[src/rtl/sm_pkg.sv]
package sm_pkg;

  localparam int SM_BYTE_W = 8;
  localparam int SM_ADDR_W = SM_BYTE_W + 1;
  localparam logic [2:0] SM_DEV_KIND = 3'b101;

  typedef enum logic [3:0] {
    ST_IDLE,
    ST_HDR,
    ST_HDR_ACK,
    ST_WADR,
    ST_WADR_ACK,
    ST_WDAT,
    ST_WDAT_ACK,
    ST_RDAT,
    ST_RACK
  } sm_state_e;

  typedef struct packed {
    logic [2:0] kind;
    logic       space;
    logic [1:0] zero;
    logic       msb;
    logic       rd;
  } sm_hdr_t;

  function automatic logic sm_hdr_ok(sm_hdr_t h);
    return (h.kind == SM_DEV_KIND) && (h.zero == 2'b00);
  endfunction

endpackage

[src/rtl/sm_bus_sync.sv]
module sm_bus_sync #(
  parameter int STAGES = 2
) (
  input  logic clk,
  input  logic rst_n,
  input  logic scl_i,
  input  logic sda_i,
  output logic scl_q,
  output logic sda_q,
  output logic scl_rise,
  output logic scl_fall,
  output logic start_ev,
  output logic stop_ev
);

  logic [STAGES-1:0] scl_pipe, sda_pipe;
  logic              scl_prev, sda_prev;

  always_ff @(posedge clk or negedge rst_n) begin
    if (!rst_n) begin
      scl_pipe <= '1;
      sda_pipe <= '1;
      scl_prev <= 1'b1;
      sda_prev <= 1'b1;
    end else begin
      scl_pipe <= {scl_pipe[STAGES-2:0], scl_i};
      sda_pipe <= {sda_pipe[STAGES-2:0], sda_i};
      scl_prev <= scl_pipe[STAGES-1];
      sda_prev <= sda_pipe[STAGES-1];
    end
  end

  assign scl_q    = scl_pipe[STAGES-1];
  assign sda_q    = sda_pipe[STAGES-1];
  assign scl_rise = scl_q & ~scl_prev;
  assign scl_fall = ~scl_q & scl_prev;
  assign start_ev = scl_q & scl_prev & sda_prev & ~sda_q;
  assign stop_ev  = scl_q & scl_prev & ~sda_prev & sda_q;

endmodule

[src/rtl/sm_shift_reg.sv]
module sm_shift_reg #(
  parameter int W = 8
) (
  input  logic         clk,
  input  logic         rst_n,
  input  logic         load,
  input  logic [W-1:0] load_val,
  input  logic         shift,
  input  logic         bit_in,
  output logic [W-1:0] q
);

  logic [W-1:0] q_d;

  always_comb begin
    q_d = q;
    if (load)       q_d = load_val;
    else if (shift) q_d = {q[W-2:0], bit_in};
  end

  always_ff @(posedge clk or negedge rst_n) begin
    if (!rst_n) q <= '0;
    else        q <= q_d;
  end

endmodule

[src/rtl/sm_addr_ctr.sv]
module sm_addr_ctr #(
  parameter int W = 9
) (
  input  logic         clk,
  input  logic         rst_n,
  input  logic         load,
  input  logic [W-1:0] load_val,
  input  logic         inc,
  output logic [W-1:0] cnt
);

  logic [W-1:0] cnt_d;

  always_comb begin
    cnt_d = cnt;
    if (load)     cnt_d = load_val;
    else if (inc) cnt_d = cnt + 1'b1;
  end

  always_ff @(posedge clk or negedge rst_n) begin
    if (!rst_n) cnt <= '0;
    else        cnt <= cnt_d;
  end

endmodule

[src/rtl/sm_serial_slave.sv]
module sm_serial_slave
  import sm_pkg::*;
#(
  parameter int SYNC_STAGES = 2
) (
  input  logic                 clk,
  input  logic                 rst_n,
  input  logic                 scl_i,
  input  logic                 sda_i,
  output logic                 sda_pull,
  output logic                 acc_space,
  output logic [SM_ADDR_W-1:0] acc_addr,
  output logic                 acc_wr,
  output logic [SM_BYTE_W-1:0] acc_wdata,
  output logic                 acc_rd,
  input  logic [SM_BYTE_W-1:0] acc_rdata
);

  localparam int BYTE_W = SM_BYTE_W;
  localparam int ADDR_W = SM_ADDR_W;
  localparam int BITC_W = $clog2(BYTE_W + 1);
  localparam logic [BITC_W-1:0] BITS_FULL = BITC_W'(BYTE_W);
  localparam logic [BITC_W-1:0] BITS_LAST = BITC_W'(BYTE_W - 1);

  logic scl_q, sda_q, scl_rise, scl_fall, start_ev, stop_ev;

  sm_bus_sync #(.STAGES(SYNC_STAGES)) u_sync (
    .clk      (clk),
    .rst_n    (rst_n),
    .scl_i    (scl_i),
    .sda_i    (sda_i),
    .scl_q    (scl_q),
    .sda_q    (sda_q),
    .scl_rise (scl_rise),
    .scl_fall (scl_fall),
    .start_ev (start_ev),
    .stop_ev  (stop_ev)
  );

  sm_state_e          state_q, state_d;
  logic [BITC_W-1:0]  bitc_q, bitc_d;
  logic               space_q, space_d;
  logic               msb_q, msb_d;
  logic               rd_q, rd_d;
  logic               mack_q, mack_d;
  logic               pull_q, pull_d;

  logic               sh_load, sh_shift, sh_bit;
  logic [BYTE_W-1:0]  sh_q;
  logic               ctr_load, ctr_inc;
  logic [ADDR_W-1:0]  ctr_q;
  logic               wr_c, rd_c;
  sm_hdr_t            hdr;

  assign hdr = sm_hdr_t'(sh_q);

  sm_shift_reg #(.W(BYTE_W)) u_shift (
    .clk      (clk),
    .rst_n    (rst_n),
    .load     (sh_load),
    .load_val (acc_rdata),
    .shift    (sh_shift),
    .bit_in   (sh_bit),
    .q        (sh_q)
  );

  sm_addr_ctr #(.W(ADDR_W)) u_ctr (
    .clk      (clk),
    .rst_n    (rst_n),
    .load     (ctr_load),
    .load_val ({msb_q, sh_q}),
    .inc      (ctr_inc),
    .cnt      (ctr_q)
  );

  // next-state logic
  always_comb begin
    state_d  = state_q;
    bitc_d   = bitc_q;
    space_d  = space_q;
    msb_d    = msb_q;
    rd_d     = rd_q;
    mack_d   = mack_q;
    pull_d   = pull_q;
    sh_load  = 1'b0;
    sh_shift = 1'b0;
    sh_bit   = sda_q;
    ctr_load = 1'b0;
    ctr_inc  = 1'b0;
    wr_c     = 1'b0;
    rd_c     = 1'b0;
    if (stop_ev) begin
      state_d = ST_IDLE;
      bitc_d  = '0;
      pull_d  = 1'b0;
    end else if (start_ev) begin
      state_d = ST_HDR;
      bitc_d  = '0;
      pull_d  = 1'b0;
    end else begin
      case (state_q)
        ST_HDR, ST_WADR, ST_WDAT: begin
          if (scl_rise && bitc_q != BITS_FULL) begin
            sh_shift = 1'b1;
            bitc_d   = bitc_q + 1'b1;
          end else if (scl_fall && bitc_q == BITS_FULL) begin
            bitc_d = '0;
            case (state_q)
              ST_HDR: begin
                if (sm_hdr_ok(hdr)) begin
                  pull_d  = 1'b1;
                  state_d = ST_HDR_ACK;
                  space_d = hdr.space;
                  msb_d   = hdr.msb;
                  rd_d    = hdr.rd;
                end else begin
                  state_d = ST_IDLE;
                end
              end
              ST_WADR: begin
                pull_d  = 1'b1;
                state_d = ST_WADR_ACK;
              end
              default: begin
                pull_d  = 1'b1;
                state_d = ST_WDAT_ACK;
              end
            endcase
          end
        end
        ST_HDR_ACK: begin
          if (scl_fall) begin
            if (rd_q) begin
              rd_c    = 1'b1;
              sh_load = 1'b1;
              ctr_inc = 1'b1;
              pull_d  = ~acc_rdata[BYTE_W-1];
              bitc_d  = '0;
              state_d = ST_RDAT;
            end else begin
              pull_d  = 1'b0;
              state_d = ST_WADR;
            end
          end
        end
        ST_WADR_ACK: begin
          if (scl_fall) begin
            pull_d   = 1'b0;
            ctr_load = 1'b1;
            state_d  = ST_WDAT;
          end
        end
        ST_WDAT_ACK: begin
          if (scl_fall) begin
            pull_d  = 1'b0;
            wr_c    = 1'b1;
            ctr_inc = 1'b1;
            state_d = ST_WDAT;
          end
        end
        ST_RDAT: begin
          if (scl_fall) begin
            if (bitc_q == BITS_LAST) begin
              pull_d  = 1'b0;
              bitc_d  = '0;
              state_d = ST_RACK;
            end else begin
              sh_shift = 1'b1;
              sh_bit   = 1'b1;
              bitc_d   = bitc_q + 1'b1;
              pull_d   = ~sh_q[BYTE_W-2];
            end
          end
        end
        ST_RACK: begin
          if (scl_rise) mack_d = ~sda_q;
          if (scl_fall) begin
            if (mack_q) begin
              rd_c    = 1'b1;
              sh_load = 1'b1;
              ctr_inc = 1'b1;
              pull_d  = ~acc_rdata[BYTE_W-1];
              state_d = ST_RDAT;
            end else begin
              state_d = ST_IDLE;
            end
          end
        end
        default: ;
      endcase
    end
  end

  // state registers
  always_ff @(posedge clk or negedge rst_n) begin
    if (!rst_n) begin
      state_q <= ST_IDLE;
      bitc_q  <= '0;
      space_q <= 1'b0;
      msb_q   <= 1'b0;
      rd_q    <= 1'b0;
      mack_q  <= 1'b0;
      pull_q  <= 1'b0;
    end else begin
      state_q <= state_d;
      bitc_q  <= bitc_d;
      space_q <= space_d;
      msb_q   <= msb_d;
      rd_q    <= rd_d;
      mack_q  <= mack_d;
      pull_q  <= pull_d;
    end
  end

  assign sda_pull  = pull_q;
  assign acc_space = space_q;
  assign acc_addr  = ctr_q;
  assign acc_wr    = wr_c;
  assign acc_wdata = sh_q;
  assign acc_rd    = rd_c;

  AST_PULL_SCL_LOW: assert property (@(posedge clk) disable iff (!rst_n)
    (sda_pull != $past(sda_pull)) |-> !scl_q) else $error("pull changed with SCL high");

  AST_START_REARMS: assert property (@(posedge clk) disable iff (!rst_n)
    start_ev |=> (state_q == ST_HDR && bitc_q == '0)) else $error("start did not rearm");

  AST_IDLE_RELEASED: assert property (@(posedge clk) disable iff (!rst_n)
    (state_q == ST_IDLE) |-> !sda_pull) else $error("SDA driven while idle");

  AST_WR_ADVANCES: assert property (@(posedge clk) disable iff (!rst_n)
    acc_wr |=> (acc_addr == $past(acc_addr) + 1'b1)) else $error("write did not advance");

  AST_RD_ADVANCES: assert property (@(posedge clk) disable iff (!rst_n)
    acc_rd |=> (acc_addr == $past(acc_addr) + 1'b1)) else $error("read did not advance");

endmodule

[config.mk]
export PLATFORM = sky130hd
export DESIGN_NAME = sm_serial_slave
export DESIGN_NICKNAME = d
export VERILOG_FILES = /design/src/rtl/sm_pkg.sv /design/src/rtl/sm_bus_sync.sv /design/src/rtl/sm_shift_reg.sv /design/src/rtl/sm_addr_ctr.sv /design/src/rtl/sm_serial_slave.sv
export SDC_FILE = /design/constraint.sdc
export NUM_CORES = 1
export LEC_CHECK = 0
export BUFFER_PORTS_ARGS = -buffer_cell sky130_fd_sc_hd__buf_2
export CORE_MARGIN = 2
export CORE_UTILIZATION = 51
export DETAILED_ROUTE_END_ITERATION = 10
export PLACE_DENSITY = 0.81
export RECOVER_POWER = 50
export SLEW_MARGIN = 20
export SYNTH_ARGS = -nofsm -noshare
export SYNTH_HDL_FRONTEND = slang
export SYNTH_SLANG_ARGS = --single-unit
[constraint.sdc]
create_clock -name clk -period 1.8 [get_ports clk]
set_input_delay 0.27 -clock clk [delete_from_list [all_inputs] [get_ports clk]]
set_output_delay 0.27 -clock clk [all_outputs]
set_load 0.03 [all_outputs]
==> impl_metrics.csv <==
group,metric,value,unit
run_status,outcome,"finished, violations left",
run_status,violations,"negative setup slack",
setup_path,reg2reg_from,"bitc_q[1]",
clocking,worstSkewPairLatency,300,ps
detailed_routing,wl,6650,um
setup_path,critPathMaxStageDelay,510,ps
setup_path,ff2ff_path_depth,7,
min_path,whs_path_depth,1,
synthesis,avgSynthCellArea,9.87,um^2
synthesis,synth-seq-cells,36,
synthesis,syn_area,0.00219,mm^2
setup_path,cp-end-kind,"flip-flop",
sta,slew_headroom,39.3,%
global_routing,grt.total_usage,25.4,%
power_and_ir_drop,p_clk_share,14.5,%
sta,rsz0062_at_grt,"yes",
setup_path,crit_slowest_cell,"nor4b_1",
clocking,cts_tree,"yes",
sta,final.period_utilization,106,%
floorplan,dieArea,0.00484,mm^2
synthesis,yosys_warnings,0,
place,hpwl,4000,um
setup_path,r2r_slack,-100,ps
sta,setup_tns,-538,ps
synthesis,yosysSeqAreaShare,41.4,%
place,portBuffers,32,
detailed_routing,viasPerCell,5.92,
global_routing,top_usage_layer,"met2",
place,gp_congestion,0.892,
synthesis,synth_edf_count,0,
global_routing,antenna_found_initial,0,
clocking,cts_hold_repair.buffers,0,
flow_run,cap_violations,0,
power_and_ir_drop,p_sw_share,44.7,%
final_layout,drive_gt1_share,44.6,%
global_routing,use_met2,41.8,%
setup_path,path_cells,"inv_2 -> ha_4 -> nand3b_1 -> nand3_1 -> nor4b_1 -> o211a_1 -> nor3_2",
clocking,clkSlewWorstSetupHoldPaths,70,ps
min_path,min_to,"u_sync.scl_pipe[0]",
power_and_ir_drop,power_leakage,1.44,nW
sta,finClkSkew,11.3,ps
sta,worst_pin_slew,911,ps
floorplan,die_h,69.6,um
final_layout,n_antenna_cell,0,
floorplan,core_area,0.00406,mm^2
floorplan,rows,23,
synthesis,yosysUniqueCellTypes,57,
power_and_ir_drop,power_density,1440,mW/mm^2
setup_path,crit_type,"flip-flop to flip-flop",
power_and_ir_drop,intPower,2.39,mW
clocking,cts_root_buf,"clkbuf_8",
sta,setup_ws,-103,ps
setup_path,cp.arrival,2080,ps
setup_path,rr_endpoint,"sda_pull",
detailed_routing,wire_per_inst,18.6,um
synthesis,synth_nets,237,
global_routing,met3_usage,5.38,%
place,place_ws,-63.9,ps
min_path,worstHoldPathType,"input pin to flip-flop",
synthesis,synth_top_flop_cell,"dfrtp_1",
global_routing,grt_pass1_vias,2006,
synthesis,synthCells,222,
floorplan,die_w,69.6,um
sta,hold_viol_final,0,
power_and_ir_drop,vdd_ir_drop_max,0.877,mV
setup_path,crit_fanout,4,
clocking,clockBufferDepth,2,
final_layout,num-fill-cells,249,
global_routing,grt_first_pass_wirelength,9720,um
final_layout,most-common-layout-cells,"buf_4 (47), buf_2 (31), dfrtp_1 (27), nor2_1 (20)",
detailed_routing,dr.pass1.iters,4,
final_layout,nets,321,
sta,slew_viol_final,0,
clocking,cts_made_buffers,5,
clocking,htree_levels,2,
global_routing,grt_overflow,0,
power_and_ir_drop,p_seq_share,31.4,%
detailed_routing,route.vias.total,2112,
setup_path,worstPathRequired,1980,ps
synthesis,ys_async_sr_fraction,100,%
min_path,min_from,"scl_i",
final_layout,seqCellArea,912,um^2
power_and_ir_drop,power_frac_comb,54.1,%
setup_path,startpoint_type,"flip-flop",
power_and_ir_drop,p_sw,1.93,mW
detailed_routing,ant_nets,0,
floorplan,io_pins,33,
final_layout,final_util,74.0,%
sta,setup_violations,13,
power_and_ir_drop,totalPowerFinal,4.32,mW
global_routing,groute.layer.met1.usage,33.7,%
final_layout,multiInputGateArea,0.00131,mm^2
final_layout,area_growth,37.0,%
global_routing,grt_max_degree,37,
detailed_routing,drc_errors,0,
clocking,cts.sinks,36,
sta,fmax,525,MHz
final_layout,layout_commonest_cell,"buf_4",
floorplan,start_util,54.0,%
detailed_routing,first_iter_violations,180,
sta,layout_min_cycle_time,1900,ps
[cell usage after synthesis (all sizes together) (5+ instances only)]
cell | count | share of area [%]
a22o | 6 | 2.4
nand2b | 10 | 2.9
o21ai | 9 | 2.2
inv | 7 | 1.2
nand3 | 9 | 2.3
nand2 | 14 | 2.5
mux2i | 7 | 3.2
nor3 | 5 | 1.6
dfrtp | 30 | 34
a21o | 6 | 2.1
xnor2 | 6 | 2.4
a21oi | 13 | 3.0
nor2 | 23 | 3.9
buf | 8 | 2.5
dfstp | 6 | 7.2
nand4 | 6 | 1.7
nand3b | 5 | 2.3
[power by group through the flow]
stage                     Clock [mW]  Sequential [mW]  Combinational, mW
after floorplan                    0             1.61              0.967
after global placement             0             1.35               1.82
after detailed placement           0             1.36               1.88
after CTS                      0.624             1.35               2.02
after global routing           0.670             1.39               2.48
final                          0.625             1.36               2.34
[worst max path at each step]
stage                 startpoint         end  depth (start not counted)
floorplan           u_shift.q[6]   acc_space                          4
global placement      state_q[0]    sda_pull                          6
finish                 bitc_q[1]    sda_pull                          7
global route           bitc_q[1]    sda_pull                          7
detailed placement    state_q[1]  state_q[0]                          5
CTS                   state_q[3]      acc_rd                          5
[through the flow]
step           cell area, um^2  std cells  hold slack (ps)
5_1_grt                   3000        357             60.7
6_report                  3000        357             76.3
3_3_place_gp              2580        325              333
2_1_floorplan             2190        222            -25.6
4_1_cts                   2810        342             25.8
3_5_place_dp              2580        325              338
[critical path, delay by kind of cell, from the launching register on]
family	cells	cell delay [ps]
flip-flops	1	420
AND/OR/NAND/NOR	4	900
buffers and inverters	1	100
AO/OA/AOI/OAI	1	250
adder cells (fa/ha/maj)	1	130
[logic make-up after synthesis]
family                     after synthesis  share of synthesized area, %
buffers and inverters                   17                          4.05
and+or+nand+nor                         97                          28.3
DFF                                     36                          41.4
AOI/OAI and AO/OA                       52                          16.9
xor gates and xnor gates                 6                          2.40
adders and majority gates                3                          1.71
muxes                                   11                          5.25
[final cells by class]
class,instances,area share [%]
clock buffer,7,2.87
clock inverter,1,0.250
inverter,7,0.875
multi-input combinational,169,43.5
sequential,36,30.4
tap,50,2.08
timing repair buffer,87,20.1
[flip-flops by register name, summed over array words and instances (netlist names), 2 cells and up]
| register | count |
|---|---|
| u_sync.sda_pipe | 2 |
| u_sync.scl_pipe | 2 |
| u_ctr.cnt | 9 |
| state_q | 4 |
| bitc_q | 4 |
| u_shift.q | 8 |
[per-layer routing]
layer	routed length [um]	part of all wire, %
met5	0	0
met4	172	2.6
met3	375	5.6
met2	3370	51
met1	2740	41
[repair_timing]
action	4_1_cts	5_1_grt
pin swaps	2	11
setup buffers	9	15
hold endpoints to repair	0	0
gates resized for setup	20	25
gates cloned	0	0
endpoints found under the setup margin	17	27
(Power assumes the default switching activity.)
